===== config.mk =====
export PLATFORM = sky130hd
export DESIGN_NAME = rename_status_table
export DESIGN_NICKNAME = d
export VERILOG_FILES = /design/src/rtl/rename_status_pkg.sv /design/src/rtl/rename_status_entry.sv /design/src/rtl/rename_status_read.sv /design/src/rtl/rename_status_table.sv
export SDC_FILE = /design/constraint.sdc
export NUM_CORES = 2
export LEC_CHECK = 0
export ABC_AREA = 1
export BUFFER_PORTS_ARGS = -buffer_cell sky130_fd_sc_hd__clkbuf_2
export CAP_MARGIN = 20
export CORE_UTILIZATION = 37
export DETAILED_ROUTE_END_ITERATION = 8
export PLACE_DENSITY_LB_ADDON = 0.15
export SLEW_MARGIN = 20
export SYNTH_ARGS = -nofsm -noshare
export SYNTH_HDL_FRONTEND = slang
export SYNTH_SLANG_ARGS = --single-unit

===== constraint.sdc =====
create_clock -name clk -period 3.3 [get_ports clk]
set_input_delay 0 -clock clk [delete_from_list [all_inputs] [get_ports clk]]
set_output_delay 0 -clock clk [all_outputs]
set_load 0.02 [all_outputs]

===== src/rtl/rename_status_pkg.sv =====
// Package: shared sizes and the reserved tag encoding of the rename status table.
// Assumes tag value 0 is never a live station tag.
package rename_status_pkg;
    localparam int DEF_NUM_REGS = 16;
    localparam int DEF_DATA_W   = 64;
    localparam int DEF_TAG_W    = 4;

    // Result of a source lookup handed to the issue stage.
    typedef struct packed {
        logic                  ready;
        logic [DEF_TAG_W-1:0]  tag;
    } lookup_hdr_t;
endpackage


===== src/rtl/rename_status_entry.sv =====
// Module: one architectural register with its producer tag.
// Updates on a matching broadcast and on a rename aimed at it; a rename wins over a
// same-cycle broadcast for the tag. Assumes tag 0 means "no producer".
module rename_status_entry #(
    parameter int DATA_W = 64,
    parameter int TAG_W  = 4
) (
    input  logic              clk,
    input  logic              rst_n,
    input  logic              ren_hit,
    input  logic [TAG_W-1:0]  ren_tag,
    input  logic              bc_valid,
    input  logic [TAG_W-1:0]  bc_tag,
    input  logic [DATA_W-1:0] bc_data,
    output logic [DATA_W-1:0] value_q,
    output logic [TAG_W-1:0]  tag_q
);
    logic bc_match;
    logic ren_live;

    // Purpose: decide whether the broadcast targets this register's pending producer.
    always_comb begin
        bc_match = bc_valid && (bc_tag != '0) && (tag_q == bc_tag);
        ren_live = ren_hit && (ren_tag != '0);
    end

    // Purpose: hold value and producer tag; rename overrides broadcast clear.
    always_ff @(posedge clk) begin
        if (!rst_n) begin
            value_q <= '0;
            tag_q   <= '0;
        end else begin
            if (bc_match) begin
                value_q <= bc_data;
            end
            if (ren_live) begin
                tag_q <= ren_tag;
            end else if (bc_match) begin
                tag_q <= '0;
            end
        end
    end
endmodule


===== src/rtl/rename_status_read.sv =====
// Module: one source read port. Selects a register and returns either its value or
// its producer tag, forwarding a same-cycle matching broadcast as a ready value.
// Assumes the selected index is below NUM_REGS.
module rename_status_read #(
    parameter int NUM_REGS = 16,
    parameter int DATA_W   = 64,
    parameter int TAG_W    = 4,
    localparam int IDX_W   = $clog2(NUM_REGS)
) (
    input  logic [IDX_W-1:0]                 idx,
    input  logic [NUM_REGS-1:0][DATA_W-1:0]  values,
    input  logic [NUM_REGS-1:0][TAG_W-1:0]   tags,
    input  logic                             bc_valid,
    input  logic [TAG_W-1:0]                 bc_tag,
    input  logic [DATA_W-1:0]                bc_data,
    output logic                             ready,
    output logic [DATA_W-1:0]                value,
    output logic [TAG_W-1:0]                 tag
);
    logic [TAG_W-1:0]  sel_tag;
    logic [DATA_W-1:0] sel_val;
    logic              fwd;

    // Purpose: select the register and resolve ready / forwarded / pending.
    always_comb begin
        sel_tag = tags[idx];
        sel_val = values[idx];
        fwd     = bc_valid && (bc_tag != '0) && (sel_tag == bc_tag);
        if (sel_tag == '0) begin
            ready = 1'b1;
            value = sel_val;
            tag   = '0;
        end else if (fwd) begin
            ready = 1'b1;
            value = bc_data;
            tag   = '0;
        end else begin
            ready = 1'b0;
            value = '0;
            tag   = sel_tag;
        end
    end
endmodule


===== src/rtl/rename_status_table.sv =====
// Module: register rename status table. NUM_REGS registers, each with a producer tag;
// one rename port, NUM_RD source read ports, one result broadcast bus.
// Assumes at most one broadcast per cycle and nonzero tags for live stations.
module rename_status_table
    import rename_status_pkg::*;
#(
    parameter int NUM_REGS = DEF_NUM_REGS,
    parameter int DATA_W   = DEF_DATA_W,
    parameter int TAG_W    = DEF_TAG_W,
    localparam int IDX_W   = $clog2(NUM_REGS)
) (
    input  logic              clk,
    input  logic              rst_n,
    input  logic              ren_valid,
    input  logic [IDX_W-1:0]  ren_idx,
    input  logic [TAG_W-1:0]  ren_tag,
    input  logic              bc_valid,
    input  logic [TAG_W-1:0]  bc_tag,
    input  logic [DATA_W-1:0] bc_data,
    input  logic [IDX_W-1:0]  rd0_idx,
    output logic              rd0_ready,
    output logic [DATA_W-1:0] rd0_value,
    output logic [TAG_W-1:0]  rd0_tag,
    input  logic [IDX_W-1:0]  rd1_idx,
    output logic              rd1_ready,
    output logic [DATA_W-1:0] rd1_value,
    output logic [TAG_W-1:0]  rd1_tag
);
    localparam int NUM_RD = 2;

    logic [NUM_REGS-1:0][DATA_W-1:0] reg_vals;
    logic [NUM_REGS-1:0][TAG_W-1:0]  reg_tags;
    logic [NUM_REGS-1:0]             ren_dec;

    logic [NUM_RD-1:0][IDX_W-1:0]    rd_idx;
    logic [NUM_RD-1:0]               rd_ready;
    logic [NUM_RD-1:0][DATA_W-1:0]   rd_value;
    logic [NUM_RD-1:0][TAG_W-1:0]    rd_tag;

    // Purpose: decode the rename destination into a one-hot register select.
    always_comb begin
        ren_dec = '0;
        if (ren_valid) begin
            ren_dec[ren_idx] = 1'b1;
        end
    end

    generate
        for (genvar r = 0; r < NUM_REGS; r++) begin : g_entry
            rename_status_entry #(.DATA_W(DATA_W), .TAG_W(TAG_W)) u_entry (
                .clk      (clk),
                .rst_n    (rst_n),
                .ren_hit  (ren_dec[r]),
                .ren_tag  (ren_tag),
                .bc_valid (bc_valid),
                .bc_tag   (bc_tag),
                .bc_data  (bc_data),
                .value_q  (reg_vals[r]),
                .tag_q    (reg_tags[r])
            );
        end

        for (genvar p = 0; p < NUM_RD; p++) begin : g_read
            rename_status_read #(
                .NUM_REGS (NUM_REGS), .DATA_W (DATA_W), .TAG_W (TAG_W)
            ) u_read (
                .idx      (rd_idx[p]),
                .values   (reg_vals),
                .tags     (reg_tags),
                .bc_valid (bc_valid),
                .bc_tag   (bc_tag),
                .bc_data  (bc_data),
                .ready    (rd_ready[p]),
                .value    (rd_value[p]),
                .tag      (rd_tag[p])
            );
        end
    endgenerate

    // Purpose: map the read-port vectors onto the named ports.
    always_comb begin
        rd_idx[0] = rd0_idx;
        rd_idx[1] = rd1_idx;
        rd0_ready = rd_ready[0];
        rd0_value = rd_value[0];
        rd0_tag   = rd_tag[0];
        rd1_ready = rd_ready[1];
        rd1_value = rd_value[1];
        rd1_tag   = rd_tag[1];
    end
endmodule


==> impl_metrics.json <==
{
  "clk_path_buf_depth": 3,
  "worstSetupPathType": "reg -> out",
  "fin_setup_tns_ns": 0,
  "period_share_pct": 95.4,
  "cts-root-buf": "clkbuf_16",
  "seq_area_sq_mm": 0.0218,
  "crit_path_start_kind": "register",
  "die_area_sq_mm": 0.164,
  "initial_core_util_pct": 37.4,
  "die_x_um": 405,
  "period_minus_slack_ns": 3.15,
  "syn-cell-area_sq_mm": 0.0601,
  "synth_seq_cells": 1088,
  "drive_gt1_share_pct": 6.91,
  "insertion_delay_ns": 0.78,
  "slew_violations": 0,
  "yosysTopAreaCell": "dfxtp_1",
  "path_max_fanout": 24,
  "first_pass_iters": 6,
  "fin_skew_ns": 0.0303,
  "rsz0062_at_grt": "no",
  "setup_viol": 0,
  "area_delta_synth_final_pct": 11.5,
  "die_h_um": 405,
  "route.detailed.drc": 0,
  "num-nets-final": 8907,
  "crit_arrival_ns": 3.15,
  "worstSetupEndpointType": "output pin",
  "first_iter_violations": 6469,
  "cts_tree": "done",
  "ir_worst_vdd_mv": 0.545,
  "min_from": "bc_tag[2]",
  "hpwlAfterDp_mm": 135,
  "r2r-start": "g_entry[7].u_entry.tag_q[0]",
  "cap_violations": 0,
  "post_dp_cell_area_sq_mm": 0.0617,
  "numClockSinks": 1088,
  "synth_nets": 9247,
  "design_area_sq_mm": 0.0670,
  "wire_per_inst_um": 22.3,
  "slew_headroom_pct": 23.9,
  "via_per_inst": 5.68,
  "yosysTopAreaCellShare_pct": 36.3,
  "reg2reg_depth": 7,
  "ant_nets": 0,
  "coreArea_sq_mm": 0.161,
  "vias": 62891,
  "power.density_mw_per_mm2": 501,
  "postSynthCellCount": 9159,
  "rows": 147,
  "clk_pin_slew_worst_paths_ns": 0.06,
  "whs_path_depth": 8,
  "hold_path.class": "in -> reg",
  "finalWeightedCongestion": 0.907,
  "track_usage_pct": 28.9,
  "synth.area.top_cells": "dfxtp_1 (36%), o21ai_0 (17%), a21oi_1 (12%)",
  "hold_viol": 0,
  "grt_start_max_net_pins": 233,
  "p_leak_nw": 24.4,
  "status": "finished clean",
  "port_buffers": 225,
  "r2r_slack_ns": 0.51,
  "yosys_warnings": 0,
  "ys_seq_area_share_pct": 36.3,
  "multi_input_area_sq_mm": 0.0312,
  "syn_avg_cell_area_sq_um": 6.56,
  "grt_overflow": 0,
  "numCtsBuffers": 130,
  "antenna_found_initial": 1,
  "grt_pass1_wl_mm": 366,
  "grt_pass1_vias": 56814,
  "synth_cell_type_count": 32,
  "routed_wl_mm": 247,
  "nFillCells": 16902,
  "hold_end": "g_entry[11].u_entry.tag_q[2]",
  "cp.required_ns": 3.30,
  "cts-htree-levels": 4,
  "r2r_end": "g_entry[7].u_entry.value_q[48]",
  "max_freq_mhz": 318,
  "startpoint": "g_entry[11].u_entry.tag_q[3]",
  "tightest_slew_ns": 1.14,
  "ios": 226
}
==> state kept, by name (all words and copies together), names as in the netlist <==
signal	flops
g_entry.u_entry.tag_q	64
g_entry.u_entry.value_q	1024
==> cell type report <==
cell class,count,share of cell area (%)
flip-flops and latches,1088,32.5
repair buffers,450,6.11
diodes,1,0.00374
well taps,2160,4.04
clock inverters,23,0.405
multi-input cells,6396,46.6
clock buffers,200,5.99
inverters,753,4.30
==> stage by stage <==
step,utilization (%),hold slack [ns],total power (W),worst slack [ns],cells
finish,41.7,0.0824,0.0336,0.153,11071
global placement,38.3,0.440,0.0189,0.585,10748
detailed placement,38.4,0.442,0.0189,0.530,10749
CTS,41.6,0.0198,0.0337,0.0390,11061
floorplan,-,0.190,0.0172,1.69,9159
global route,41.7,0.116,0.0348,0.0461,11070
==> cell usage in the layout (no fill, tap or decap), types with 12 or more instances in the layout <==
cell and instances:
a21oi_1 1383, buf_12 79, buf_4 64, clkbuf_1 27, clkbuf_16 136, clkbuf_2 216
clkbuf_8 37, dfxtp_1 1088, dlygate4sd3_1 83, inv_1 727, inv_4 12, nand2_1 862
nand3_1 563, nand4_1 142, nor2_1 961, o211ai_1 387, o21ai_0 2011, xnor2_1 28
xor2_1 15
==> per-layer routing <==
metal  routed length [um]  part of all wire (%)  track usage, %  vias to the layer above
met4                 8720                   3.5            10.7                        2
li1                     -                     -               -                    30436
met2               112000                    45            46.7                     2588
met3                17100                   6.9            3.40                      455
met5                   13                0.0053               0                        -
met1               109000                    44            39.4                    29410
==> cell families (layout without fill, tap and decap cells) <==
group,Yosys count,in the layout,synth area share [%]
AO/OA/AOI/OAI,3793,3793,33.2
AND/OR/NAND/NOR,2559,2560,17.9
other,0,1,0
buffers and inverters,1676,1426,11.9
flip-flops,1088,1088,36.3
XOR/XNOR,43,43,0.627
==> power breakdown <==
part | leakage, nW | internal, W | switching, W | total [W]
sequential | 8.80 | 0.0134 | 0.000152 | 0.0136
combinational | 13.5 | 0.00149 | 0.00378 | 0.00527
clock | 2.11 | 0.00872 | 0.00600 | 0.0147
==> worst max path at each step <==
stage | end | slack, ns
CTS | rd1_value[4] | 0.04
floorplan | rd1_tag[0] | 1.69
global placement | rd1_tag[3] | 0.59
detailed placement | rd1_tag[2] | 0.53
global route | rd0_tag[0] | 0.05
finish | rd0_tag[1] | 0.15
==> cells in the mapped netlist (all sizes together) <==
cell / count
dfxtp: 1088
nand2: 873
o211ai: 387
xor2: 15
o21a: 1
nor3: 4
inv: 752
buf: 442
o21bai: 2
nor4: 1
or2: 2
nand3: 565
nor2: 969
clkbuf: 481
o21ai: 2020
clkinv: 1
xnor2: 28
nand4: 145
a21oi: 1383
==> critical path, stage by stage (launching register included) <==
cell,delay (ns)
dfxtp_1,0.40
inv_1,0.11
nand2_1,0.07
o211ai_1,0.13
nand3_1,0.12
nand3_1,0.12
nand2_1,0.16
nand2_1,0.10
nand2_4,0.36
buf_12,0.25
nand3_1,0.17
nor2_2,0.18
nor2_1,0.06
clkbuf_2,0.15
==> repair_timing <==
item | in CTS | in global routing
hold buffers | 83 | 0
pin swaps | 1 | 3
endpoints found under the setup margin | 57 | 48
buffers inserted | 6 | 8
hold endpoints to repair | 1088 | 0
gates cloned | 0 | 1
gates resized for setup | 0 | 4
(Power assumes the default switching activity.)
